### src/rtl/jw_pkg.sv
package jw_pkg;

    typedef enum logic [0:0] {
        JW_WATCH = 1'b0,
        JW_HOLD  = 1'b1
    } jw_state_e;

    typedef struct packed {
        logic tick;
        logic tx;
        logic fault;
    } jw_obs_t;

    function automatic int jw_width(input int span);
        return (span <= 2) ? 1 : $clog2(span);
    endfunction

    function automatic logic jw_quiet(input jw_obs_t o);
        return !o.tx && !o.fault;
    endfunction

endpackage

### src/rtl/jw_span_counter.sv
module jw_span_counter #(
    parameter int LIMIT = 16
) (
    input  logic clk,
    input  logic rst,
    input  logic clr,
    input  logic inc,
    output logic hit
);
    import jw_pkg::*;

    localparam int W = jw_width(LIMIT);
    localparam logic [W-1:0] LAST = W'(LIMIT - 1);

    logic [W-1:0] cnt;

    assign hit = inc && (cnt == LAST);

    always_ff @(posedge clk) begin
        if (rst || clr) begin
            cnt <= '0;
        end else if (inc) begin
            cnt <= (cnt == LAST) ? '0 : cnt + 1'b1;
        end
    end

    // a cycle without increment or clear leaves the count unchanged
    a_r4_hold_without_inc: assert property (@(posedge clk) disable iff (rst)
        (!inc && !clr) |=> $stable(cnt));

    a_r3_count_in_range: assert property (@(posedge clk) disable iff (rst)
        cnt <= LAST);

endmodule

### src/rtl/jw_fsm.sv
module jw_fsm (
    input  logic              clk,
    input  logic              rst,
    input  jw_pkg::jw_obs_t   obs,
    input  logic              run_hit,
    input  logic              quiet_hit,
    output jw_pkg::jw_state_e state
);
    import jw_pkg::*;

    jw_state_e nxt;

    always_comb begin
        nxt = state;
        unique case (state)
            JW_WATCH: if (run_hit || obs.fault) nxt = JW_HOLD;
            JW_HOLD:  if (quiet_hit)            nxt = JW_WATCH;
            default:                            nxt = JW_WATCH;
        endcase
    end

    always_ff @(posedge clk) begin
        if (rst) state <= JW_WATCH;
        else     state <= nxt;
    end

    // a fault seen while watching lands in the hold state
    a_r7_fault_trips: assert property (@(posedge clk) disable iff (rst)
        (state == JW_WATCH && obs.fault) |=> state == JW_HOLD);

    // leaving hold needs a quiet tick in the cycle before
    a_r5_release_quiet: assert property (@(posedge clk) disable iff (rst)
        (state == JW_WATCH && $past(state == JW_HOLD) && !$past(rst))
            |-> $past(obs.tick && jw_quiet(obs)));

endmodule

### src/rtl/jabber_watchdog.sv
module jabber_watchdog #(
    parameter int JAB_TICKS   = 260000,
    parameter int UNJAB_TICKS = 4000000
) (
    input  logic clk,
    input  logic rst,
    input  logic tick,
    input  logic tx_active,
    input  logic drv_fault,
    input  logic ext_disable,
    input  logic supply_ok,
    output logic drv_en,
    output logic col_req
);
    import jw_pkg::*;

    jw_obs_t   obs;
    jw_state_e state;
    logic      watching, jabbed;
    logic      run_hit, quiet_hit;

    assign obs      = '{tick: tick, tx: tx_active, fault: drv_fault};
    assign watching = (state == JW_WATCH);
    assign jabbed   = (state == JW_HOLD);

    jw_span_counter #(.LIMIT(JAB_TICKS)) u_run (
        .clk (clk),
        .rst (rst),
        .clr (!watching || !obs.tx),
        .inc (watching && obs.tx && obs.tick),
        .hit (run_hit)
    );

    jw_span_counter #(.LIMIT(UNJAB_TICKS)) u_quiet (
        .clk (clk),
        .rst (rst),
        .clr (!jabbed || !jw_quiet(obs)),
        .inc (jabbed && jw_quiet(obs) && obs.tick),
        .hit (quiet_hit)
    );

    jw_fsm u_fsm (
        .clk       (clk),
        .rst       (rst),
        .obs       (obs),
        .run_hit   (run_hit),
        .quiet_hit (quiet_hit),
        .state     (state)
    );

    assign drv_en  = watching && supply_ok && !ext_disable;
    assign col_req = jabbed || ext_disable;

    a_r8_ext_forces: assert property (@(posedge clk) disable iff (rst)
        ext_disable |-> (col_req && !drv_en));

    a_r9_supply_blocks: assert property (@(posedge clk) disable iff (rst)
        !supply_ok |-> !drv_en);

    a_r10_col_when_inhibited: assert property (@(posedge clk) disable iff (rst)
        (!drv_en && supply_ok) |-> col_req);

    // entering hold requires a fault or an active tick just before
    a_r2_trip_cause: assert property (@(posedge clk) disable iff (rst)
        ($rose(jabbed) && !$past(rst)) |-> $past(drv_fault || (tx_active && tick)));

endmodule

### config.mk
export PLATFORM = sky130hd
export DESIGN_NAME = jabber_watchdog
export DESIGN_NICKNAME = d
export VERILOG_FILES = /design/src/rtl/jw_pkg.sv /design/src/rtl/jw_span_counter.sv /design/src/rtl/jw_fsm.sv /design/src/rtl/jabber_watchdog.sv
export SDC_FILE = /design/constraint.sdc
export NUM_CORES = 1
export LEC_CHECK = 0
export BUFFER_PORTS_ARGS = -buffer_cell sky130_fd_sc_hd__buf_2
export CAP_MARGIN = 20
export CORE_AREA = 4 4 73 75
export DETAILED_ROUTE_END_ITERATION = 16
export DIE_AREA = 0 0 77 79
export PLACE_DENSITY = 0.61
export SYNTH_ARGS = -nofsm -noshare
export SYNTH_HDL_FRONTEND = slang
export SYNTH_SLANG_ARGS = --single-unit
### constraint.sdc
create_clock -name clk -period 4 [get_ports clk]
set_input_delay 0.4 -clock clk [delete_from_list [all_inputs] [get_ports clk]]
set_output_delay 0.4 -clock clk [all_outputs]
set_load 0.02 [all_outputs]
Word-level counts from Yosys, hierarchy flattened
Index checks and enable logic that the tools add are counted.
{ "classes": {"add_sub_neg": 2, "eq_ne": 2, "mux": 5, "bitwise_logic": 1, "reduce_logical": 20} }
{ "op_table": {"columns": ["op", "count"], "rows": [
  ["adder 22 x 1 -> 22 bit (second input constant)", 1],
  ["== test 22 bit (second input constant)", 1],
  ["two-way mux 22 bit", 1],
  ["adder 18 x 1 -> 18 bit (second input constant)", 1],
  ["== test 18 bit (second input constant)", 1],
  ["two-way mux 18 bit", 1],
  ["logical AND 1 bit", 9],
  ["logical OR 1 bit", 6],
  ["zero test 1 bit", 5],
  ["two-way mux 1 bit", 2],
  ["one-hot mux 1 bit (2 select lines)", 1],
  ["NOT 1 bit", 1]
]} }
{ "totals": {"regBits": 41, "inputBits": 7, "elab_cells": 33} }

Depth between registers and ports, before layout
Gate-level depths: netlist (run 1).
{ "logic_depth": {"depth_word": 7, "depth_mapped": 7, "mapped_depth_nobuf": 5} }

Modules after synthesis
A second synthesis (run 1) with hierarchy kept.
{ "unflattened": {"hier_cells": 222, "hier_area_um2": 2026.9} }
{ "by_module_without_submodules": {"columns": ["mod", "instances", "cells_each", "area_each_um2", "seq_area_each_um2"], "rows": [
  ["jw_span_counter at u_quiet", 1, 118, 1073.5, 440.4],
  ["jw_span_counter at u_run", 1, 95, 872.1, 360.3],
  ["jabber_watchdog", 1, 6, 48.8, 0.0],
  ["jw_fsm", 1, 3, 32.5, 20.0]
]} }

Worst setup path before layout (run 1)
No wires, ideal clock.
{ "synth_path": {"path_kind": "input port to flip-flop", "startpoint": "input port tick", "endpoint": "register u_run.cnt[10]", "setup_time_ns": 0.117, "arrival_time_ns": 1.683, "required_time_ns": 3.883, "path_slack_ns": 2.200, "cell_stages": 7, "path_cell_list": "buf_4 and4b_2 buf_2 nand3_1 o31ai_4 buf_2 nor2_1"} }
{ "synth_via": {"elab_chain_cells": 1} }
{ "synth_lines": {"columns": ["item", "line_no", "text"], "rows": [
  ["start: declaration", "jabber_watchdog.sv:7", "input logic tick,"],
  ["logical AND 1 bit", "jabber_watchdog.sv:30", ".inc (watching && obs.tx && obs.tick),"],
  ["end signal: assignment", "jw_span_counter.sv:23", "cnt <= (cnt == LAST) ? '0 : cnt + 1'b1;"],
  ["end: declaration", "jw_span_counter.sv:15", "logic [W-1:0] cnt;"]
]} }
No other way between the ends.
A chain may end at the register's enable or synchronous reset.

Final worst setup path (run 1)
{ "layout_path": {"startpoint": "register u_quiet.cnt[1]", "endpoint": "register u_quiet.cnt[2]"} }
{ "layout_via": {"elab_chain_cells": 2, "elab_cells_between_ends": 3} }
{ "layout_lines": {"columns": ["item", "line_no"], "rows": [
  ["start: declaration", "jw_span_counter.sv:15"],
  ["start signal: assignment", "jw_span_counter.sv:23"],
  ["adder 22 x 1 -> 22 bit or == test 22 bit (tied branches)", "jw_span_counter.sv:23"],
  ["two-way mux 22 bit (*)", "jw_span_counter.sv:23"]
]} }
Every way passes the cells marked *; elsewhere a longest branch is shown, timed or not.

==> results.toml, run 1 <==
[status]
status = "finished, final reports clean"

[timing]
skew_ps = 9.82
fmax_mhz = 396
rsz0062_at_grt = "false"
final_hold_viol_count = 0
setup_viol = 0
worst_pin_slew_ps = 912
finalSetupTns_ps = 0
fin_crit_sh_pct = 63.1
slew-limit-headroom_pct = 39.1
fin_hold_ws_ps = 316
slew_violations = 0
period_minus_slack_ps = 2520

[layout]
final_util_pct = 48.7
drive_gt1_share_pct = 12.1
areaGrowthSynthToFinish_pct = 8.04
n_antenna_cell = 0
fin_nets = 255
nFillCells = 464
fin_cells = 301

[die]
start_util_pct = 45.1
die_height_um = 79
rows = 25
die_width_um = 77
die_area_um2 = 6080
io_pins = 9
coreArea_um2 = 4660

[synth]
synth_nets = 249
ys_seq_area_share_pct = 39.1
ys.flop_type = "dfxtp_1"
synth_edf_count = 0
synthTopCellsByCount = "41 x dfxtp_1, 29 x nor2_1, 16 x nand4_1"
yosysTopAreaCell = "dfxtp_1"
synth_cell_types = 46
ys_ff_latch = 41
netlist_area_um2 = 2100
netlist_instances = 240
ys_warn_count = 0
netlist.area_leader.share_pct = 39.1
synthArstFlopShare_pct = 0
synth.most_common_cell = "dfxtp_1"
synth.avg_cell_area_um2 = 8.75
synth_area_leaders = "dfxtp_1 39%, xnor2_1 5.8%, nor2_1 5.2%"

[clock_tree]
insertion_delay_ps = 290
clock_path_buffers = 2
post_cts_buffers = 0
cts_buffers = 5
htreeDepth = 2
cts-root-buf = "clkbuf_8"
ctsHoldBuffers = 0
path_clk_slew_ps = 80
clock-sinks = 41
cts_tree = "yes"
cts_resized = 0

[setup_path]
cp_top_family = "simple AND/OR/NAND/NOR gates"
crit_required_ps = 4140
end_kind = "flop"
cp_slowest_cell = "o21bai_2"
critPathArrivalTime_ps = 2660
critPathKind = "flop to flop"
crit_buf_inv = 0
crit_path_cell_trace = "ha_1 > nand2_1 > or4_1 > o21bai_2 > nor2_1"
max_stage_delay_ps = 730
worstPathMaxFanout = 20
cp-start-kind = "flop"

[grt]
grt_overflow = 0
grt_use_met2_pct = 27.9
grtUsageMet1_pct = 18.8
antenna_found_initial = 0
grt_max_degree = 21
grt_pass1_vias = 1712
use_met3_pct = 3.40
grt-busiest-layer = "met2"
grt_pass1_wl_um = 7800
grtUsageTotal_pct = 15.7

[route]
drc = 0
first_pass_iters = 4
drt-total-wl_um = 4310
num_vias = 1736
drt_iter0_markers = 59
wire_per_inst_um = 14.3
viasPerCell = 5.77
antenna_left = 0

[power]
ir_worst_vdd_mv = 0.146
powerDensity_nw_per_um2 = 344
leakage_nw = 0.646

[hold_path]
hold_path.class = "input port to flop"

[placed_design]
gp_congestion = 0.731
post-place-cells = 293
portBuffers = 8
dp_hpwl_um = 3060

[flow_run]
maxCapViolCount = 0
==> power breakdown <==
group	leakage [nW]	switching (mW)	total [mW]	internal [mW]
sequential	0.331	0.00205	0.411	0.409
combinational	0.257	0.0138	0.0230	0.00922
clock	0.0585	0.144	0.348	0.204
total	0.646	0.160	0.782	0.622
==> cell usage in the layout, fill, tap and decap left out, types with 2 or more instances in the layout <==
cell and n:
a21oi_1 14, inv_1 5, nor3_1 7, and4_1 4
nand4_1 16, or2_2 2, dfxtp_1 41, xor2_1 8
clkbuf_8 6, xnor2_1 14, and3_1 3, or3_1 5
nand3_1 11, o21ai_0 6, buf_2 8, nand2_1 12
a21oi_2 2, o31ai_1 10, or4_1 11, ha_1 2
nor2_1 29, nor4_1 7
==> cell type report <==
class | count | area, um^2 | share of cell area (%)
Clock buffer | 7 | 86.3 | 3.80
Clock inverter | 1 | 30.0 | 1.32
Inverter | 5 | 18.8 | 0.827
Multi-Input combinational cell | 185 | 1210 | 53.1
Sequential cell | 41 | 821 | 36.2
Tap cell | 54 | 67.6 | 2.98
Timing Repair Buffer | 8 | 40.0 | 1.76
==> metal layers <==
layer / vias to the layer above / wire [um]
met4: 0 / 53
met5: - / 0
met1: 804 / 2020
li1: 904 / -
met3: 4 / 145
met2: 24 / 2090
==> state kept, by name, indices dropped and copies added (netlist names) <==
signal,cells
u_quiet.cnt,22
u_run.cnt,18
u_fsm.state,1
==> cell families (layout without fill, tap and decap cells) <==
logic type,after synthesis,count (layout),share of synthesized area [%]
AOI/OAI and AO/OA,36,36,11.5
xor gates and xnor gates,22,22,9.17
adders and majority gates,2,2,1.19
buffers and inverters,14,21,3.51
DFF,41,41,39.1
muxes,1,1,0.476
and+or+nand+nor,124,124,35.1
==> through the flow <==
stage                     worst slack [ps]  area (um^2)  power (mW)
after floorplan                       2200         2100       0.437
after global placement                1530         2150       0.444
after detailed placement              1420         2150       0.444
after CTS                             1460         2270       0.797
after global routing                  1240         2270       0.813
final                                 1480         2270       0.782
==> worst paths after layout <==
check / startpoint / to / slack, ps / cells after the start
max reg2reg: u_quiet.cnt[1]$_SDFFE_PP0N_ / u_quiet.cnt[2]$_SDFFE_PP0N_ / 1480 / 5
max: u_quiet.cnt[1]$_SDFFE_PP0N_ / u_quiet.cnt[2]$_SDFFE_PP0N_ / 1480 / 5
min: rst / u_run.cnt[4]$_SDFFE_PP0P_ / 320 / 2
min reg2reg: u_quiet.cnt[21]$_SDFFE_PP0N_ / u_quiet.cnt[21]$_SDFFE_PP0N_ / 490 / 2
Note: power is estimated with default switching activity, not from simulation.
==> run 2, diff against run 1 <==
Settings changed: ABC_AREA set to 1, CORE_AREA 4 4 73 75 to 4 4 77 79, DIE_AREA 0 0 77 79 to 0 0 81 83, PLACE_DENSITY 0.61 to 0.63.
Clock period 4 ns to 2.3 ns, I/O delays scaled along.
==> run 2 against run 1 <==
Net effect:
- core utilization decreased by 1.3 points
- design area increased by 11%
- die area increased by 11%
- worst setup slack got worse by 950 ps
- sequential power increased by 74%
- critical path type unchanged
- combinational power increased by 120%
- highest routed layer unchanged
- register-to-register slack got worse by 950 ps
- global-route usage increased by 0.51 points
- wire length increased by 11%
- power increased by 60%
- first-iteration DRC count increased by 42%
- largest cell class unchanged
==> results.toml, run 2 <==
[status]
status = "finished, final reports clean"

[setup_path]
crit_path_cell_trace = "ha_1 > nand3_1 > nor2_4 > nand2_1 > inv_1 > nand3_1 > nand2_1 > buf_4 > nor2_1"
critPathKind = "flop to flop"
cp-startpoint = "u_quiet.cnt[0]$_SDFFE_PP0N_"
cp_top_family = "simple AND/OR/NAND/NOR gates"
worstReg2RegEnd = "u_quiet.cnt[8]$_SDFFE_PP0N_"
ff2ff_path_depth = 9
ff2ff_setup_slack_ps = 530
cp_slowest_cell = "dfxtp_1"
max_stage_delay_ps = 380
crit_buf_inv = 2
worstPathMaxFanout = 6
crit_required_ps = 2490
crit_end = "u_quiet.cnt[8]$_SDFFE_PP0N_"
critPathArrivalTime_ps = 1960
end_kind = "flop"
r2r-start = "u_quiet.cnt[0]$_SDFFE_PP0N_"
cp.depth = 9
cp-start-kind = "flop"

[route]
num_vias = 2048
drt_iter0_markers = 84
first_pass_iters = 4
viasPerCell = 4.74
antenna_left = 0
wire_per_inst_um = 11.1
drt-total-wl_um = 4800
drc = 0

[die]
rows = 27
coreArea_um2 = 5340
io_pins = 9
die_area_um2 = 6720
die_width_um = 81
die_height_um = 83
start_util_pct = 43.5

[synth]
synth_edf_count = 0
netlist.area_leader.share_pct = 35.3
ys.flop_type = "dfxtp_1"
netlist_area_um2 = 2320
synth_area_leaders = "dfxtp_1 35%, nand2_1 13%, nor2_1 11%"
ys_ff_latch = 41
yosysTopAreaCell = "dfxtp_1"
ys_warn_count = 0
synthTopCellsByCount = "80 x nand2_1, 70 x nor2_1, 45 x inv_1"
ys_seq_area_share_pct = 35.3
synth.avg_cell_area_um2 = 6.72
synth_cell_types = 35
netlist_instances = 346
synth.most_common_cell = "nand2_1"
synth_nets = 355
synthArstFlopShare_pct = 0

[layout]
top_register = "u_quiet.cnt"
multiInputGateArea_um2 = 1290
layout_common_cells = "80 x nand2_1, 70 x nor2_1, 45 x inv_1"
n_antenna_cell = 0
top_regs = "u_quiet.cnt x22, u_run.cnt x18, u_fsm.state x1"
largest_register_ffs = 22
nFillCells = 551
final_common_cell = "nand2_1"
drive_gt1_share_pct = 13.1
fin_nets = 369
areaGrowthSynthToFinish_pct = 8.83
ff_latch_area_um2 = 821

[grt]
grtUsageTotal_pct = 16.2
grt_pass1_vias = 2026
grt_max_degree = 12
grt_pass1_wl_um = 8760
grt_overflow = 0
antenna_found_initial = 0

[placed_design]
portBuffers = 8
gp_congestion = 0.827
dp_hpwl_um = 3640
preCtsSetupSlack_ps = 546

[hold_path]
hold_path.class = "input port to flop"
worstHoldStart = "rst"

[timing]
rsz0062_at_grt = "false"
fin_ws_ps = 529
fin_crit_sh_pct = 77.0
period_minus_slack_ps = 1770
setup_viol = 0
finalSetupTns_ps = 0
slew_violations = 0
final_hold_viol_count = 0
worst_pin_slew_ps = 442
fmax_mhz = 565
slew-limit-headroom_pct = 70.3
skew_ps = 8.19

[clock_tree]
clock_path_buffers = 2
ctsHoldBuffers = 0
cts-root-buf = "clkbuf_8"
path_clk_slew_ps = 80
htreeDepth = 2
insertion_delay_ps = 290
clock-sinks = 41
cts_resized = 0
post_cts_buffers = 0
cts_tree = "yes"
cts_buffers = 5

[power]
powerDensity_nw_per_um2 = 494
leakage_nw = 0.925
ir_worst_vdd_mv = 0.292

[flow_run]
maxCapViolCount = 0
run 2: cell count changes after synthesis, sizes merged, moves of 8 or more:
| cell | before | now |
|---|---|---|
| nand2 | 12 | 84 |
| inv | 5 | 49 |
| or4 | 12 | 0 |
| xnor2 | 14 | 2 |
| a21oi | 16 | 8 |
| o31ai | 11 | 0 |
| nor2 | 29 | 82 |
| nand3 | 11 | 27 |
run 2: tightest hold or removal path: cells and delay by family:
| family | cells | cell delay (ps) |
|---|---|---|
| buffers and inverters | 2 | 140 |
| AND/OR/NAND/NOR | 2 | 90 |
run 2: cell families (layout without fill, tap and decap cells):
| group | count (synthesis) | in the layout | share of synthesized area, % |
|---|---|---|---|
| buf+inv | 52 | 66 | 9.05 |
| compound gates | 21 | 21 | 5.28 |
| flops | 41 | 41 | 35.3 |
| fa+ha+maj | 2 | 2 | 1.08 |
| xor+xnor | 10 | 10 | 3.77 |
| simple gates | 220 | 220 | 45.5 |
run 2: cell type report:
type | count | area share (%)
sequential | 41 | 32.5
timing repair buffer | 9 | 1.88
tap | 72 | 3.56
multi-input combinational | 253 | 51.1
clock buffer | 7 | 3.41
inverter | 50 | 7.57
run 2: worst min-delay path by stage:
stage | cells past startpoint | slack [ps] | to
6_report | 4 | 200 | u_fsm.state$_SDFF_PP0_
5_1_grt | 4 | 200 | u_fsm.state$_SDFF_PP0_
4_1_cts | 4 | 190 | u_fsm.state$_SDFF_PP0_
3_5_place_dp | 2 | 470 | u_run.cnt[2]$_SDFFE_PP0P_
3_3_place_gp | 2 | 470 | u_run.cnt[2]$_SDFFE_PP0P_
2_1_floorplan | 3 | 370 | u_fsm.state$_SDFF_PP0_
run 2: through the flow:
step	utilization (%)	area (um^2)	cells	hold WS, ps	power, mW
6_report	47.4	2530	432	201	1.25
5_1_grt	47.4	2530	432	196	1.31
4_1_cts	47.4	2530	432	194	1.27
3_5_place_dp	45.8	2440	425	473	0.783
3_3_place_gp	45.8	2440	425	467	0.782
2_1_floorplan	-	2320	346	374	0.767
run 2: layer usage:
layer	track usage, %	part of all wire, %
met1	20.9	48
met3	4.77	3.0
met4	4.76	1.4
met2	25.9	47
met5	0	0
run 2: where the power goes:
| group | internal, mW | switching [mW] | total, mW |
|---|---|---|---|
| clock network | 0.238 | 0.245 | 0.484 |
| logic | 0.0156 | 0.0350 | 0.0506 |
| registers | 0.712 | 0.00332 | 0.715 |
